[config.mk]
export PLATFORM = sky130hd
export DESIGN_NAME = rx_rts_fifo
export DESIGN_NICKNAME = d
export VERILOG_FILES = /design/src/rtl/rx_rts_pkg.sv /design/src/rtl/rx_fifo_mem.sv /design/src/rtl/rx_fill_cnt.sv /design/src/rtl/rx_rts_hyst.sv /design/src/rtl/rx_rts_fifo.sv
export SDC_FILE = /design/constraint.sdc
export NUM_CORES = 1
export LEC_CHECK = 0
export CORE_MARGIN = 3
export CORE_UTILIZATION = 53
export CTS_CLUSTER_SIZE = 25
export DETAILED_ROUTE_END_ITERATION = 10
export GPL_ROUTABILITY_DRIVEN = 0
export PLACE_DENSITY = 0.73
export SYNTH_ARGS = -nofsm -noshare
export SYNTH_HDL_FRONTEND = slang
export SYNTH_SLANG_ARGS = --single-unit
[constraint.sdc]
create_clock -name clk_i -period 5.6 [get_ports clk_i]
set_clock_uncertainty 0.2 [all_clocks]
set_input_delay 1.4 -clock clk_i [delete_from_list [all_inputs] [get_ports clk_i]]
set_output_delay 1.4 -clock clk_i [all_outputs]
set_load 0.01 [all_outputs]
[src/rtl/rx_rts_pkg.sv]
package rx_rts_pkg;
  typedef enum logic {
    RTS_GO   = 1'b0,
    RTS_HALT = 1'b1
  } rts_lvl_e;

  function automatic logic hit_up(input int unsigned prev, input int unsigned nxt,
                                  input int unsigned thr);
    return (prev < thr) && (nxt >= thr);
  endfunction

  function automatic logic hit_down(input int unsigned prev, input int unsigned nxt,
                                    input int unsigned thr);
    return (prev > thr) && (nxt <= thr);
  endfunction
endpackage

[src/rtl/rx_fifo_mem.sv]
module rx_fifo_mem #(
  parameter int unsigned DW    = 8,
  parameter int unsigned DEPTH = 16
) (
  input  logic          clk_i,
  input  logic          rst_ni,
  input  logic          wr_en_i,
  input  logic [DW-1:0] wr_data_i,
  input  logic          rd_en_i,
  output logic [DW-1:0] rd_data_o
);
  localparam int unsigned AW = (DEPTH > 1) ? $clog2(DEPTH) : 1;
  localparam logic [AW-1:0] LAST = AW'(DEPTH - 1);

  logic [DW-1:0] mem_q [DEPTH];
  logic [AW-1:0] wr_ptr_q, rd_ptr_q;

  always_ff @(posedge clk_i or negedge rst_ni) begin
    if (!rst_ni) begin
      wr_ptr_q <= '0;
      rd_ptr_q <= '0;
    end else begin
      if (wr_en_i) wr_ptr_q <= (wr_ptr_q == LAST) ? '0 : wr_ptr_q + 1'b1;
      if (rd_en_i) rd_ptr_q <= (rd_ptr_q == LAST) ? '0 : rd_ptr_q + 1'b1;
    end
  end

  always_ff @(posedge clk_i) begin
    if (wr_en_i) mem_q[wr_ptr_q] <= wr_data_i;
  end

  assign rd_data_o = mem_q[rd_ptr_q];
endmodule

[src/rtl/rx_fill_cnt.sv]
module rx_fill_cnt #(
  parameter int unsigned DEPTH = 16,
  parameter int unsigned CW    = 5
) (
  input  logic          clk_i,
  input  logic          rst_ni,
  input  logic          push_i,
  input  logic          pop_i,
  output logic          push_ok_o,
  output logic          pop_ok_o,
  output logic          drop_o,
  output logic [CW-1:0] cnt_o,
  output logic [CW-1:0] cnt_nxt_o,
  output logic          full_o,
  output logic          empty_o
);
  localparam logic [CW-1:0] FULL_CNT = CW'(DEPTH);

  logic [CW-1:0] cnt_q;

  assign full_o    = (cnt_q == FULL_CNT);
  assign empty_o   = (cnt_q == '0);
  assign push_ok_o = push_i && !full_o;
  assign pop_ok_o  = pop_i && !empty_o;
  assign drop_o    = push_i && full_o;

  always_comb begin
    unique case ({push_ok_o, pop_ok_o})
      2'b10:   cnt_nxt_o = cnt_q + 1'b1;
      2'b01:   cnt_nxt_o = cnt_q - 1'b1;
      default: cnt_nxt_o = cnt_q;
    endcase
  end

  always_ff @(posedge clk_i or negedge rst_ni) begin
    if (!rst_ni) cnt_q <= '0;
    else         cnt_q <= cnt_nxt_o;
  end

  assign cnt_o = cnt_q;
endmodule

[src/rtl/rx_rts_hyst.sv]
module rx_rts_hyst
  import rx_rts_pkg::*;
#(
  parameter int unsigned CW     = 5,
  parameter int unsigned LO_RST = 4,
  parameter int unsigned HI_RST = 12
) (
  input  logic          clk_i,
  input  logic          rst_ni,
  input  logic          cfg_wr_i,
  input  logic [CW-1:0] cfg_lo_i,
  input  logic [CW-1:0] cfg_hi_i,
  input  logic          en_i,
  input  logic          sw_rts_i,
  input  logic [CW-1:0] cnt_i,
  input  logic [CW-1:0] cnt_nxt_i,
  output logic          rts_o,
  output logic          cfg_err_o,
  output logic [CW-1:0] thr_lo_o,
  output logic [CW-1:0] thr_hi_o
);
  logic [CW-1:0] lo_q, hi_q;
  rts_lvl_e      lvl_q;
  logic          up_hit, dn_hit;

  always_ff @(posedge clk_i or negedge rst_ni) begin
    if (!rst_ni) begin
      lo_q <= CW'(LO_RST);
      hi_q <= CW'(HI_RST);
    end else if (cfg_wr_i) begin
      lo_q <= cfg_lo_i;
      hi_q <= cfg_hi_i;
    end
  end

  assign cfg_err_o = (lo_q > hi_q);
  assign up_hit    = hit_up(32'(cnt_i), 32'(cnt_nxt_i), 32'(hi_q));
  assign dn_hit    = hit_down(32'(cnt_i), 32'(cnt_nxt_i), 32'(lo_q));

  // disabled state parks the level at GO so enabling starts ready
  always_ff @(posedge clk_i or negedge rst_ni) begin
    if (!rst_ni)            lvl_q <= RTS_GO;
    else if (!en_i)         lvl_q <= RTS_GO;
    else if (!cfg_err_o) begin
      if (up_hit)           lvl_q <= RTS_HALT;
      else if (dn_hit)      lvl_q <= RTS_GO;
    end
  end

  assign rts_o    = en_i ? lvl_q : sw_rts_i;
  assign thr_lo_o = lo_q;
  assign thr_hi_o = hi_q;
endmodule

[src/rtl/rx_rts_fifo.sv]
module rx_rts_fifo #(
  parameter int unsigned DW     = 8,
  parameter int unsigned DEPTH  = 16,
  parameter int unsigned LO_RST = 4,
  parameter int unsigned HI_RST = 12,
  localparam int unsigned CW    = $clog2(DEPTH + 1)
) (
  input  logic          clk_i,
  input  logic          rst_ni,
  input  logic          push_i,
  input  logic [DW-1:0] push_data_i,
  input  logic          pop_i,
  output logic [DW-1:0] pop_data_o,
  output logic [CW-1:0] count_o,
  output logic          full_o,
  output logic          empty_o,
  input  logic          cfg_wr_i,
  input  logic [CW-1:0] cfg_lo_i,
  input  logic [CW-1:0] cfg_hi_i,
  input  logic          fifo_rts_en_i,
  input  logic          sw_rts_i,
  output logic          rts_o,
  output logic          cfg_err_o,
  output logic          ovr_o,
  input  logic          ovr_clr_i
);
  logic          push_ok, pop_ok, drop;
  logic [CW-1:0] cnt_nxt;
  logic [CW-1:0] thr_lo, thr_hi;
  logic          ovr_q;

  rx_fifo_mem #(.DW(DW), .DEPTH(DEPTH)) u_mem (
    .clk_i    (clk_i),
    .rst_ni   (rst_ni),
    .wr_en_i  (push_ok),
    .wr_data_i(push_data_i),
    .rd_en_i  (pop_ok),
    .rd_data_o(pop_data_o)
  );

  rx_fill_cnt #(.DEPTH(DEPTH), .CW(CW)) u_cnt (
    .clk_i    (clk_i),
    .rst_ni   (rst_ni),
    .push_i   (push_i),
    .pop_i    (pop_i),
    .push_ok_o(push_ok),
    .pop_ok_o (pop_ok),
    .drop_o   (drop),
    .cnt_o    (count_o),
    .cnt_nxt_o(cnt_nxt),
    .full_o   (full_o),
    .empty_o  (empty_o)
  );

  rx_rts_hyst #(.CW(CW), .LO_RST(LO_RST), .HI_RST(HI_RST)) u_hyst (
    .clk_i    (clk_i),
    .rst_ni   (rst_ni),
    .cfg_wr_i (cfg_wr_i),
    .cfg_lo_i (cfg_lo_i),
    .cfg_hi_i (cfg_hi_i),
    .en_i     (fifo_rts_en_i),
    .sw_rts_i (sw_rts_i),
    .cnt_i    (count_o),
    .cnt_nxt_i(cnt_nxt),
    .rts_o    (rts_o),
    .cfg_err_o(cfg_err_o),
    .thr_lo_o (thr_lo),
    .thr_hi_o (thr_hi)
  );

  // new overrun wins over a clear in the same cycle
  always_ff @(posedge clk_i or negedge rst_ni) begin
    if (!rst_ni)        ovr_q <= 1'b0;
    else if (drop)      ovr_q <= 1'b1;
    else if (ovr_clr_i) ovr_q <= 1'b0;
  end

  assign ovr_o = ovr_q;
endmodule

==> results.ini, run 1 <==
[power_and_ir_drop]
clkPwrFrac_pct = 26.5
power_density_mw_per_mm2 = 503
p_switching_uw = 1240
power.leakage_uw = 0.00286
vdd_ir_drop_max_mv = 0.276
intPower_uw = 2730
comb_power_share_pct = 33.2
switching_share_pct = 31.3
seqPwrFrac_pct = 40.3

[placement]
dpl_cell_area_sq_mm = 0.00733
dp_hpwl_microns = 8510
post-place-ws_ns = 0.151
port_buffers = 43

[die]
die_y_microns = 119
ios = 44
die_x_microns = 119
rows = 40
die_area_sq_mm = 0.0141
core_area_sq_mm = 0.0122
initial_core_util_pct = 55.2

[cells_and_area]
fin_area_sq_mm = 0.00788
fin_util_pct = 64.5
nets = 520
drive_above_1_share_pct = 15.6
seqCellArea_sq_mm = 0.00447
area_growth_pct = 16.8
antenna_cells = 0
multiInputGateArea_sq_mm = 0.00208
final.fill_count = 904

[cts]
clock_latency_ns = 0.42
hold_buffers = 0
htreeDepth = 4
path_clk_slew_ns = 0.06
cts_tree = done
clock_tree.buffer_depth = 2
clock-sinks = 153
post-cts-setup-buffer-count = 0
cts_root_buf = clkbuf_16
postCtsResizedCells = 0
cts_buffers = 17

[logic_synthesis]
ys_seq_elements = 153
synth_area_per_cell_sq_um = 16.5
synthArstFlopShare_pct = 16.3
yosysTopAreaCellShare_pct = 57.0
synth_area_sq_mm = 0.00675
ys_types = 47
seq_area_frac_synth_pct = 66.3
synth_enable_flop_cells = 128
synthTopCellsByArea = edfxtp_1 57%, mux4_2 9.7%, dfrtp_1 8.2%
synth_cells = 408
synth-warning-count = 0
yosysTopAreaCell = edfxtp_1
synthFlopType = edfxtp_1
synth_fp_nets = 468

[detailed_routing]
avgRoutedWirePerCell_microns = 20.3
drt_iter0_drc = 271
avgViaCountPerCell = 5.69
drtPass1Iterations = 5
vias = 3646
drc = 0
wl_microns = 13000
final_antenna_net_count = 0

[timing]
totalNegativeSetupSlack_ns = 0
fin_crit_ns = 5.00
setup_ws_ns = 0.596
timing.hold.ws_ns = 0.313
rsz0062_at_grt = false
finalSetupViolCount = 0
fin_crit_sh_pct = 89.3
max_slew_margin_pct = 38.0
maxSlewViolCount = 0
final_hold_viol_count = 0
tightest_slew_ns = 0.926
max_freq_mhz = 200

[worst_setup_path]
cpPeakStageDelay_ns = 0.47
path_class = in -> reg
crit_buf_inv = 2
cp-start-kind = input port
crit_chain = clkdlybuf4s50_1, and2_1, inv_1, ha_1, fa_1, a21o_1, a21oi_1, xor2_1, nor2_1, xor2_1, ha_1, and3_1, a221o_1, a2111oi_0, o22ai_1
end_kind = register
slowest_stage = clkdlybuf4s50_1
critPathTopFamily = compound AO/OA/AOI/OAI gates
cp.arrival_ns = 5.08
cp_max_fo = 5
crit_required_ns = 5.68

[grt]
grt_max_degree = 26
grt_pass1_vias = 3783
antenna_found_initial = 0
gr-total-overflow = 0
grt.total_usage_pct = 19.9
grt_first_pass_wirelength_microns = 21000

[hold_path]
hp-class = reg -> reg

[outcome]
status = completed

[run]
max_cap_viol_count = 0

-- synth_stat cells (6+ instances only) --
cell type,count
edfxtp_1,128
ha_1,33
mux4_2,29
nand2_1,24
dfrtp_1,22
inv_1,20
o21ai_0,20
nor2_1,18
a21oi_1,15
a211oi_1,9
nor2b_1,9
mux2i_1,8
buf_2,6
-- layout make-up --
| class | instances | share of cell area (%) |
|---|---|---|
| clock inverters | 11 | 1.33 |
| well taps | 168 | 2.67 |
| clock buffers | 21 | 5.59 |
| multi-input cells | 216 | 26.3 |
| flip-flops and latches | 153 | 56.8 |
| inverters | 20 | 0.953 |
| repair buffers | 52 | 6.32 |
-- per-layer routing --
layer  share of wire, %  wire length, microns  up-vias  GRT usage [%]
met5                  0                     0        -              0
met4                1.3                   163        0           6.37
met3                6.6                   853       18           5.08
met2                 50                  6540      121           32.5
met1                 42                  5430     1819           26.6
li1                   -                     -     1688              -
-- power by group through the flow --
stage	logic [uW]	clock network (uW)	registers, uW
after floorplan	1020	0	1470
after global placement	1280	0	1610
after detailed placement	1320	0	1620
after CTS	1330	1070	1600
after global routing	1460	1120	1620
final	1310	1050	1600
-- per-stage QoR --
step,total power (uW),std cells
after floorplan,2490,408
after global placement,2890,609
after detailed placement,2940,609
after CTS,4000,641
after global routing,4200,641
final,3970,641
-- registers in the layout, summed over array words and instances (netlist names) --
signal           count
u_mem.mem_q        128
u_hyst.thr_lo_o      5
u_hyst.lvl_q         1
u_hyst.thr_hi_o      5
u_mem.rd_ptr_q       4
u_mem.wr_ptr_q       4
ovr_o                1
u_cnt.cnt_o          5
-- path summary, 6_finish.rpt --
path / start / endpoint / slack [ns] / depth (start not counted)
setup / recovery: push_i / u_hyst.lvl_q / 0.60 / 15
hold / removal: ovr_o / ovr_o / 0.31 / 1
setup reg to reg: u_cnt.cnt_o[1] / u_hyst.lvl_q / 0.93 / 14
hold reg to reg: ovr_o / ovr_o / 0.31 / 1
max in group asynchronous: rst_ni / u_hyst.thr_hi_o[3] / 3.75 / 2
min in group asynchronous: rst_ni / u_hyst.thr_lo_o[3] / 1.15 / 2
-- worst reg2reg max path, delay by kind of cell, from the launching register on --
kind                     cells  cell delay, ns
XOR/XNOR                     2            0.44
AO/OA/AOI/OAI                6            1.49
flip-flops                   1            0.52
AND/OR/NAND/NOR              3            0.86
adder cells (fa/ha/maj)      3            1.01
-- cells by family after synthesis --
group / count (synthesis) / synth area share [%]
buf+inv: 39 / 2.91
mux: 44 / 12.8
simple gates: 71 / 5.03
xor+xnor: 7 / 0.909
flops: 153 / 66.3
compound gates: 60 / 5.60
fa+ha+maj: 34 / 6.42
-- cells in the final DEF, fill, tap and decap left out, types with 2 or more instances in the layout --
cell / netlist / final
a211oi_1: 9 / 9
a21o_1: 5 / 5
clkbuf_1: 5 / 4
clkbuf_16: 0 / 17
nand2b_1: 2 / 2
nor2_1: 18 / 18
nand4_1: 3 / 3
mux4_1: 3 / 3
nor2b_1: 9 / 9
mux2_2: 2 / 2
nand3_1: 5 / 5
xor2_1: 3 / 3
ha_1: 33 / 33
o21ai_0: 20 / 20
nor3_1: 4 / 4
bufinv_16: 0 / 2
dfstp_2: 3 / 3
clkdlybuf4s50_1: 0 / 43
a21oi_1: 15 / 15
mux4_2: 29 / 29
clkinv_1: 0 / 3
xnor2_1: 4 / 4
dfrtp_1: 22 / 21
inv_1: 20 / 20
nand2_1: 24 / 24
buf_4: 0 / 9
mux2i_1: 8 / 8
clkinv_2: 0 / 5
edfxtp_1: 128 / 128
mux2_4: 2 / 2
Note: power is estimated with default switching activity, not from simulation.
==> inputs of run 2 (changes only) <==
- HOLD_SLACK_MARGIN: not set -> 0.08
==> results of run 2 <==
Same layout as run 1: the final DEF is identical, and so are final timing and power.
